--- src/rtl/outfmt_pkg.sv ---
// Package: shared constants, select codes and the width table for the
// output word formatter. Assumes a 38-bit source sample.
package outfmt_pkg;

    localparam int DATA_W   = 38;
    localparam int NUM_WSEL = 4;
    localparam int MANT_W   = 23;
    localparam int EXP_W    = 8;
    localparam int EXP_BIAS = 127;
    localparam int FLT_W    = 1 + EXP_W + MANT_W;

    typedef enum logic [1:0] {
        FMT_TWOS = 2'd0,
        FMT_SMAG = 2'd1,
        FMT_OFFS = 2'd2,
        FMT_SPARE = 2'd3
    } fx_code_e;

    // Width in bits selected by a width_sel code.
    function automatic int fx_width(input int idx);
        case (idx)
            0:       return 16;
            1:       return 24;
            2:       return 32;
            default: return 38;
        endcase
    endfunction

endpackage

--- src/rtl/outfmt_lzd.sv ---
// Leading-one detector: reports the index of the highest set bit of a
// vector and whether any bit is set. Purely combinational.
module outfmt_lzd #(
    parameter int W     = 38,
    localparam int POS_W = $clog2(W)
) (
    input  logic [W-1:0]     vec,
    output logic [POS_W-1:0] pos,
    output logic             any
);

    // Scan upward so the highest set bit wins.
    always_comb begin
        pos = '0;
        for (int i = 0; i < W; i++) begin
            if (vec[i]) pos = POS_W'(i);
        end
    end

    // Flag a non-zero vector.
    assign any = |vec;

endmodule

--- src/rtl/outfmt_fixed.sv ---
// Fixed-point path: builds, for each selectable width, the truncated
// word in the requested code, then picks one by width_sel. Results are
// right-aligned in a DATA_W word with zero upper bits. Combinational.
module outfmt_fixed
    import outfmt_pkg::*;
(
    input  logic [DATA_W-1:0] din,
    input  logic [1:0]        width_sel,
    input  logic [1:0]        code_sel,
    output logic [DATA_W-1:0] fx_word
);

    logic [DATA_W-1:0] cand [NUM_WSEL];
    fx_code_e          code;

    assign code = fx_code_e'(code_sel);

    for (genvar g = 0; g < NUM_WSEL; g++) begin : g_width
        localparam int W = fx_width(g);
        logic [W-1:0] trunc;
        logic [W-1:0] smag;
        logic [W-1:0] offs;
        logic [W-1:0] sel;

        // Keep the top W bits of the sample.
        assign trunc = din[DATA_W-1 -: W];

        // Signed magnitude, saturating the most negative value.
        always_comb begin
            if (!trunc[W-1]) begin
                smag = trunc;
            end else if (trunc[W-2:0] == '0) begin
                smag = '1;
            end else begin
                smag = {1'b1, (W-1)'(~trunc[W-2:0] + 1'b1)};
            end
        end

        // Offset binary by flipping the sign bit.
        assign offs = {~trunc[W-1], trunc[W-2:0]};

        // Choose the code for this width.
        always_comb begin
            case (code)
                FMT_SMAG: sel = smag;
                FMT_OFFS: sel = offs;
                default:  sel = trunc;
            endcase
        end

        assign cand[g] = DATA_W'(sel);
    end

    // Select the width.
    assign fx_word = cand[width_sel];

endmodule

--- src/rtl/outfmt_float.sv ---
// Float path: reads the sample as a signed integer and forms an IEEE-754
// single-precision word. Fraction truncated toward zero; zero in gives
// zero out. Combinational.
module outfmt_float
    import outfmt_pkg::*;
(
    input  logic [DATA_W-1:0] din,
    output logic [FLT_W-1:0]  flt_word
);

    localparam int POS_W = $clog2(DATA_W);

    logic              sgn;
    logic [DATA_W-1:0] mag;
    logic [DATA_W-1:0] norm;
    logic [POS_W-1:0]  lead;
    logic              nz;
    logic [EXP_W-1:0]  expo;
    logic [MANT_W-1:0] frac;

    // Magnitude of the two's complement sample (fits unsigned).
    assign sgn = din[DATA_W-1];
    assign mag = sgn ? (~din + 1'b1) : din;

    outfmt_lzd #(.W(DATA_W)) u_lzd (
        .vec (mag),
        .pos (lead),
        .any (nz)
    );

    // Shift the leading one to the top bit.
    assign norm = mag << (POS_W'(DATA_W - 1) - lead);

    // Exponent and truncated fraction.
    assign expo = EXP_W'(lead) + EXP_W'(EXP_BIAS);
    assign frac = norm[DATA_W-2 -: MANT_W];

    // Assemble, forcing zero for a zero sample.
    assign flt_word = nz ? {sgn, expo, frac} : '0;

    // Normaliser must leave a one at the top for any non-zero input.
    always_comb begin
        if (nz) begin
            a_r8_norm_lead : assert (norm[DATA_W-1]);
        end
    end

endmodule

--- src/rtl/outfmt_core.sv ---
// Top of the output word formatter: chooses the fixed or float path and
// registers the word and strobe with one cycle of latency. The word holds
// between strobes. Synchronous active-low reset.
module outfmt_core
    import outfmt_pkg::*;
(
    input  logic              clk,
    input  logic              rst_n,
    input  logic              in_vld,
    input  logic [37:0]       in_data,
    input  logic [1:0]        width_sel,
    input  logic [1:0]        code_sel,
    input  logic              float_en,
    output logic              out_vld,
    output logic [37:0]       out_word
);

    logic [DATA_W-1:0] fx_word;
    logic [FLT_W-1:0]  flt_word;
    logic [DATA_W-1:0] nxt_word;

    outfmt_fixed u_fixed (
        .din       (in_data),
        .width_sel (width_sel),
        .code_sel  (code_sel),
        .fx_word   (fx_word)
    );

    outfmt_float u_float (
        .din      (in_data),
        .flt_word (flt_word)
    );

    // Pick the path.
    assign nxt_word = float_en ? DATA_W'(flt_word) : fx_word;

    // Output register: load on strobe, hold otherwise.
    always_ff @(posedge clk) begin
        if (!rst_n) begin
            out_vld  <= 1'b0;
            out_word <= '0;
        end else begin
            out_vld <= in_vld;
            if (in_vld) out_word <= nxt_word;
        end
    end

    // Arms the temporal checks one cycle after reset release.
    logic chk_armed;
    always_ff @(posedge clk) begin
        if (!rst_n) chk_armed <= 1'b0;
        else        chk_armed <= 1'b1;
    end

    a_r2_vld_follows : assert property (@(posedge clk) disable iff (!rst_n)
        chk_armed |-> (out_vld == $past(in_vld)));

    a_r2_hold : assert property (@(posedge clk) disable iff (!rst_n)
        (chk_armed && !$past(in_vld)) |-> $stable(out_word));

    a_r3_upper_clear : assert property (@(posedge clk) disable iff (!rst_n)
        (chk_armed && $past(in_vld && !float_en && width_sel == 2'd0))
        |-> (out_word[DATA_W-1:fx_width(0)] == '0));

    a_r8_float_upper : assert property (@(posedge clk) disable iff (!rst_n)
        (chk_armed && $past(in_vld && float_en))
        |-> (out_word[DATA_W-1:FLT_W] == '0));

    a_r10_zero : assert property (@(posedge clk) disable iff (!rst_n)
        (chk_armed && $past(in_vld && float_en && in_data == '0))
        |-> (out_word == '0));

endmodule

--- config.mk ---
export PLATFORM = sky130hd
export DESIGN_NAME = outfmt_core
export DESIGN_NICKNAME = d
export VERILOG_FILES = /design/src/rtl/outfmt_pkg.sv /design/src/rtl/outfmt_lzd.sv /design/src/rtl/outfmt_fixed.sv /design/src/rtl/outfmt_float.sv /design/src/rtl/outfmt_core.sv
export SDC_FILE = /design/constraint.sdc
export NUM_CORES = 1
export LEC_CHECK = 0
export ABC_AREA = 1
export BUFFER_PORTS_ARGS = -buffer_cell sky130_fd_sc_hd__clkbuf_2
export CAP_MARGIN = 20
export CORE_MARGIN = 2
export CORE_UTILIZATION = 40
export CTS_BUF_LIST = sky130_fd_sc_hd__clkbuf_2 sky130_fd_sc_hd__clkbuf_4 sky130_fd_sc_hd__clkbuf_8
export CTS_CLUSTER_DIAMETER = 50
export DETAILED_ROUTE_END_ITERATION = 12
export SLEW_MARGIN = 15
export SYNTH_ARGS = -nofsm -noshare
export SYNTH_HDL_FRONTEND = slang
export SYNTH_HIERARCHICAL = 1
export SYNTH_SLANG_ARGS = --single-unit
--- constraint.sdc ---
create_clock -name clk -period 9.7 [get_ports clk]
set_clock_uncertainty 0.05 [all_clocks]
set_input_delay 1.94 -clock clk [delete_from_list [all_inputs] [get_ports clk]]
set_output_delay 1.94 -clock clk [all_outputs]
set_load 0.02 [all_outputs]
Word level (Yosys, flattened, before mapping):

Index checks and enable logic that the tools add are counted.

* output and inout port bits: 39
* register bits after elaboration: 39
* logic and storage cells: 80
* latch bits: 0
* memories: 0
* ROM bits: 0
* bits in writable memories: 0

* divide/modulo/power cells: 0
* $add $sub $neg: 7
* shifts and indexed selects: 1
* multiplexer cells: 55
* equality and inequality tests: 2
* $mul: 0
* bitwise operators: 7
* reductions and logical operators: 5
* magnitude comparators: 1

Operators by type and width (count)
* $mux 6: 36
* $mux 38: 5
* $bmux 38 s2: 1
* $pmux 38 s2: 1
* $mux 32: 2
* $pmux 32 s2: 1
* $pmux 24 s2: 1
* $add 38x1->38 const B: 1
* $not 38->38: 1
* $reduce_or 38->1: 1
* $shl 38x6->37: 1
* $add 37x1->37 const B: 1
* $logic_not 37->1: 1
* $mux 37: 1
* $not 37->37: 1
* $pmux 16 s2: 1
* $add 31x1->31 const B: 1
* $logic_not 31->1: 1
* $mux 31: 1
* $not 31->31: 1
* $mux 24: 1
* $add 23x1->23 const B: 1
* $logic_not 23->1: 1
* $mux 23: 1
* 14 further kinds: 14

Logic depth before layout (Yosys ltp):

* word-level depth: 44
* depth in mapped cells: 59
* depth with buffers taken out: 57

Cells and area by module:

Netlist, hierarchy kept.

By module, submodules not included
* outfmt_fixed: area each 4717.0 µm², seq. area each 0.0 µm², instances 1, cells each 982
* outfmt_float: area each 3912.5 µm², seq. area each 0.0 µm², instances 1, cells each 817
* outfmt_core: area each 1883.1 µm², seq. area each 780.7 µm², instances 1, cells each 304
* outfmt_lzd: area each 501.7 µm², seq. area each 0.0 µm², instances 1, cells each 126

Least setup slack after synthesis:

OpenSTA, ideal clock, no wires.

* path kind: input to register
* start point: input port in_data[0]
* end point: register out_word[27]
* arrival time: 5.650 ns
* path slack: 3.883 ns
* stages on the path: 53
* path buffers: 3
* cell sequence: inv_1 > ha_1 > or3_1 > nand2_1 > inv_2 > nand2_1 > nand2_1 > nand2_1 > nand2_1 > nand2_1 > nand2_1 > nand2_1 > nand2_1 > nand2_1 > nand2_1 > nand2_1 > nand2_1 > nand2_1 > [... 17 more ...] > nand2_1 > nand2_1 > nand2_1 > nand2_1 > nand2_1 > nand2_1 > clkbuf_1 > inv_1 > buf_2 > buf_1 > ha_1 > nand2_1 > o211ai_1 > o31ai_1 > nand2_1 > nand2_1 > nor2_1 > nor2_1

RTL lines
* start, declared: line outfmt_core.sv:10 `input logic [37:0] in_data,`
* $not 38->38: line outfmt_float.sv:23 `assign mag = sgn ? (~din + 1'b1) : din;`
* $add 38x1->38: line outfmt_float.sv:23
* $mux 38: line outfmt_float.sv:23
* named net u_float.mag[2]: line outfmt_float.sv:14 `logic [DATA_W-1:0] mag;`
* $mux 6 (36 in series): line outfmt_lzd.sv:16 `if (vec[i]) pos = POS_W'(i);`
* named net u_float.lead[0]: line outfmt_float.sv:16 `logic [POS_W-1:0] lead;`
* $add 6x7->8: line outfmt_float.sv:35 `assign expo = EXP_W'(lead) + EXP_W'(EXP_BIAS);`
* $mux 32: line outfmt_float.sv:39 `assign flt_word = nz ? {sgn, expo, frac} : '0;`
* named net flt_word[27]: line outfmt_core.sv:19 `logic [FLT_W-1:0] flt_word;`
* $mux 38: line outfmt_core.sv:35 `assign nxt_word = float_en ? DATA_W'(flt_word) : fx_word;`
* end signal, assigned: line outfmt_core.sv:44 `if (in_vld) out_word <= nxt_word;`
* end, declared: line outfmt_core.sv:15 `output logic [37:0] out_word`

The timed path passes the listed nets, and every way through them passes these cells. The select of a mux whose other input is x is not followed.
A chain may end at the register's enable or synchronous reset.

Worst setup path in the final report:

* start point: input port in_data[0]
* end point: register out_word[2]

RTL lines
* $not 38->38: line outfmt_float.sv:23
* $add 38x1->38: line outfmt_float.sv:23
* $mux 38: line outfmt_float.sv:23
* named net u_float.mag[9]: line outfmt_float.sv:14
* $mux 6 (29 in series): line outfmt_lzd.sv:16
* named net u_float.lead[1]: line outfmt_float.sv:16
* $sub 6x6->6: line outfmt_float.sv:32 `assign norm = mag << (POS_W'(DATA_W - 1) - lead);`
* $shl 38x6->37: line outfmt_float.sv:32
* $mux 32: line outfmt_float.sv:39
* named net flt_word[2]: line outfmt_core.sv:19
* $mux 38: line outfmt_core.sv:35

The timed path passes the listed nets, and every way through them passes these cells. The select of a mux whose other input is x is not followed.

==> Flow_metrics.wiki <==
{| class="wikitable"
! Metric !! Value
|-
| Peak per-stage delay on the critical path || 0.59 ns
|-
| Fraction of the cycle the final worst path needs || 75.4%
|-
| Max-slew headroom at the worst pin || 32.7%
|-
| Effective utilization at floorplan || 40.8%
|-
| Seq pwr share || 17.1%
|-
| Portion of the post-synthesis area used by sequential elements || 7.09%
|-
| Critical path type || in2reg
|-
| Clock group share of total power || 10.9%
|-
| Synthesized area per cell || 4.94 um^2
|-
| Share of the synthesized netlist area taken by xor and xnor gates || 4.85%
|-
| Bufs on Longest Clock Path || 2
|-
| DP HPWL || 42700 um
|-
| Fin. Hold Viols || 0
|-
| Post-synth ARST share || 0%
|-
| Unrepaired setup endpoints after global routing || no
|-
| Count of buffers from port buffering || 84
|-
| Post-Synth Adder-Cell Area || 1.25%
|-
| Peak ir drop on the vdd network || 0.0000523 V
|-
| Critical path data arrival time || 7.50 ns
|-
| Type of the worst min-delay path || reg2reg
|-
| Switching Fraction || 59.0%
|-
| Number of vias per cell after detailed routing || 5.77
|-
| H-tree depth || 2
|-
| Area enclosed by the die boundary || 28900 um^2
|-
| Total GRT Usage || 37.2%
|-
| Root Buffer Master || sky130_fd_sc_hd__clkbuf_8
|-
| Clock input transition at the sequential cells of the worst setup and hold paths || 0.08 ns
|-
| Instance area at placement || 11400 um^2
|-
| Max-capacitance violation count || 0
|-
| Number of cell rows || 60
|-
| Fraction of synthesized area in multiplexers || 0%
|-
| Number of CTS-inserted buffers || 5
|-
| Period minus WS final || 7.31 ns
|-
| Core area || 27000 um^2
|-
| Die span in x || 170 um
|-
| Worst reg-to-reg setup slack || 8.99 ns
|-
| Final-layout setup total negative slack || 0 ns
|-
| Die outline height || 170 um
|-
| LEAKAGE || 6.01 nW
|-
| Post-Synth Simple-Gate Area || 58.5%
|-
| Total congestion overflow || 0
|-
| Total of hold buffers inserted after clock tree synthesis || 0
|-
| Clk_lat worst skew || 0.30 ns
|-
| Number of instances in the synthesized netlist || 2229
|-
| Maximum net fanout on the critical path || 40
|-
| Type of element launching the critical path || primary input
|-
| Net count after synthesis || 2286
|-
| Result of the run || complete, no violations
|-
| Count of unresolved DRC violations after routing || 0
|-
| Synthesis-stage register bit count || 39
|-
| Clock tree from TritonCTS || yes
|-
| Most common cell type on the critical path || sky130_fd_sc_hd__nand2_1
|-
| Share of the synthesized area in compound gates (AO/OA/AOI/OAI) || 13.9%
|-
| Vias || 14900
|-
| Maximum achievable frequency || 0.137 GHz
|-
| FF-to-FF Start || out_word[27]
|-
| Combinational fraction of design power || 72.1%
|-
| Power per Cell Area || 91.4 nW/um^2
|-
| Post-synth top flop || sky130_fd_sc_hd__dfxtp_1
|-
| Pint || 432 uW
|-
| Number of gates resized after CTS || 0
|-
| Number of synthesized flops with an enable pin || 0
|-
| Worst setup EP type || flip-flop
|-
| Count of antenna-violating nets left after detailed routing || 0
|-
| Required time worst endpoint || 9.89 ns
|-
| Maximum number of pins on one net before global-route repair || 73
|-
| Distinct cells, synth || 49
|-
| Last weighted congestion value of the routability-driven placer || 1.04
|-
| Startpoint of the lowest-slack hold path || out_word[36]
|-
| Io pins || 85
|-
| Slew at the pin with the worst max-slew slack || 1.01 ns
|-
| Number of detailed-route iterations in the first pass || 8
|-
| Start point of the critical path || in_data[0]
|-
| Postcts setup bufs || 0
|-
| Share of final-layout standard cells stronger than drive strength 1 || 10.2%
|-
| Average wire length per cell after detail routing || 21.1 um
|-
| Number of setup violations in the final report || 0
|-
| Cell area after synthesis || 11000 um^2
|-
| Iteration-0 DRC Markers || 2029
|-
| P_sw || 621 uW
|-
| Yosys warnings || 6
|-
| Slowest library cell on the worst path || sky130_fd_sc_hd__clkinv_1
|-
| Max-slew violation count || 0
|-
| First-pass GRT wire length || 81800 um
|-
| Post-route cell area || 11500 um^2
|-
| Via count of the first global-routing pass || 13700
|-
| Detailed-route wire length || 54500 um
|-
| Initial antenna violation count || 3
|-
| Number of sinks driven by the clock tree || 39
|-
| Signed area change from the synthesized netlist to the final layout || 4.59%
|-
| Net count of the finished layout || 2295
|-
| Combinational family with the most area after synthesis || simple AND/OR/NAND/NOR gates
|}
## metal layers
layer	track usage, %	vias to the layer above	wire length, um
met5	0	-	0
met4	19.0	0	3040
met3	7.02	146	5610
met2	56.9	822	22800
met1	49.8	6829	23100
li1	-	7108	-
## critical path: cells and delay by family
kind                     cells  cell delay (ns)
buffers and inverters        8             2.21
adder cells (fa/ha/maj)      1             0.30
AND/OR/NAND/NOR             25             2.63
AO/OA/AOI/OAI                3             0.36
## state kept, by name (all words and copies together), names as in the netlist
register  count
out_word     38
out_vld       1
## synth_stat cells, types with 4 or more instances
library cell	instances	area (um^2)
sky130_fd_sc_hd__nand3b_1	7	52.6
sky130_fd_sc_hd__nor3_1	7	35.0
sky130_fd_sc_hd__a31oi_1	5	31.3
sky130_fd_sc_hd__nor4_1	4	25.0
sky130_fd_sc_hd__nand2_1	731	2740
sky130_fd_sc_hd__clkinv_1	7	26.3
sky130_fd_sc_hd__buf_1	7	26.3
sky130_fd_sc_hd__ha_1	11	138
sky130_fd_sc_hd__o211ai_1	14	105
sky130_fd_sc_hd__nor2_1	280	1050
sky130_fd_sc_hd__nand2_2	28	175
sky130_fd_sc_hd__or2_1	4	25.0
sky130_fd_sc_hd__inv_2	17	63.8
sky130_fd_sc_hd__nor2_4	14	158
sky130_fd_sc_hd__and2_1	4	25.0
sky130_fd_sc_hd__xor2_1	58	508
sky130_fd_sc_hd__inv_1	245	920
sky130_fd_sc_hd__buf_2	44	220
sky130_fd_sc_hd__o21ai_1	16	80.1
sky130_fd_sc_hd__buf_4	9	67.6
sky130_fd_sc_hd__nand4_1	24	150
sky130_fd_sc_hd__a21oi_1	91	455
sky130_fd_sc_hd__buf_6	13	146
sky130_fd_sc_hd__nand2_4	4	45.0
sky130_fd_sc_hd__dfxtp_1	39	781
sky130_fd_sc_hd__clkbuf_1	23	86.3
sky130_fd_sc_hd__nor2_2	25	156
sky130_fd_sc_hd__nand3_2	17	170
sky130_fd_sc_hd__nand3_1	308	1540
sky130_fd_sc_hd__o21ai_0	140	701
## layout make-up
cell class	count	area [um^2]
inverters	269	1010
fillers	3177	15500
clock inverters	2	12.5
well taps	341	427
diodes	2	5.00
flip-flops and latches	39	781
clock buffers	6	76.3
repair buffers	102	556
multi-input cells	1821	8650
## layout by cell type (no fill, tap or decap), types with 5 or more instances in the layout
master / Yosys / routed
sky130_fd_sc_hd__nor2_1: 280 / 280
sky130_fd_sc_hd__clkbuf_2: 1 / 83
sky130_fd_sc_hd__a21oi_1: 91 / 90
sky130_fd_sc_hd__nor2_4: 14 / 14
sky130_fd_sc_hd__nor2_2: 25 / 25
sky130_fd_sc_hd__nand3_2: 17 / 17
sky130_fd_sc_hd__inv_2: 17 / 17
sky130_fd_sc_hd__ha_1: 11 / 11
sky130_fd_sc_hd__nand2_2: 28 / 28
sky130_fd_sc_hd__o21ai_1: 16 / 16
sky130_fd_sc_hd__clkinv_1: 7 / 7
sky130_fd_sc_hd__o211ai_1: 14 / 14
sky130_fd_sc_hd__nand4_1: 24 / 24
sky130_fd_sc_hd__clkbuf_8: 0 / 5
sky130_fd_sc_hd__a31oi_1: 5 / 5
sky130_fd_sc_hd__dfxtp_1: 39 / 39
sky130_fd_sc_hd__buf_4: 9 / 18
sky130_fd_sc_hd__nand3_1: 308 / 308
sky130_fd_sc_hd__xor2_1: 58 / 58
sky130_fd_sc_hd__o21ai_0: 140 / 140
sky130_fd_sc_hd__inv_1: 245 / 245
sky130_fd_sc_hd__nor3_1: 7 / 7
sky130_fd_sc_hd__nand3b_1: 7 / 7
sky130_fd_sc_hd__nand2_1: 731 / 731
## power by group through the flow
stage,Clock [mW],Combinational (mW),Sequential (mW)
6_report,0.114,0.759,0.180
5_1_grt,0.124,0.827,0.181
4_1_cts,0.116,0.730,0.180
3_5_place_dp,0,0.728,0.183
3_3_place_gp,0,0.733,0.183
2_1_floorplan,0,0.485,0.198
## per-stage QoR
| stage | total power [mW] | util (%) | hold WS [ns] | cells | setup WS [ns] |
|---|---|---|---|---|---|
| final | 1.05 | 42.6 | 0.418 | 2582 | 2.39 |
| after global routing | 1.13 | 42.6 | 0.435 | 2580 | 1.71 |
| after CTS | 1.03 | 42.6 | 0.418 | 2580 | 2.50 |
| after detailed placement | 0.911 | 42.3 | 0.406 | 2572 | 2.21 |
| after global placement | 0.915 | 42.3 | 0.411 | 2572 | 2.17 |
| after floorplan | 0.683 | - | 0.491 | 2229 | 3.88 |
## kinds of logic (layout without fill, tap and decap cells)
family | Yosys count | in the layout
flops | 39 | 39
fa+ha+maj | 11 | 11
buf+inv | 369 | 379
simple gates | 1464 | 1464
other cells | 0 | 2
xor+xnor | 61 | 61
compound gates | 285 | 285
## worst paths after layout
kind | depth (start not counted) | end
worst min-delay path | 2 | out_word[36]
worst max register to register | 2 | out_word[27]
worst max-delay path | 37 | out_word[2]
worst min register to register | 2 | out_word[36]
Note: power is estimated with default switching activity, not from simulation.
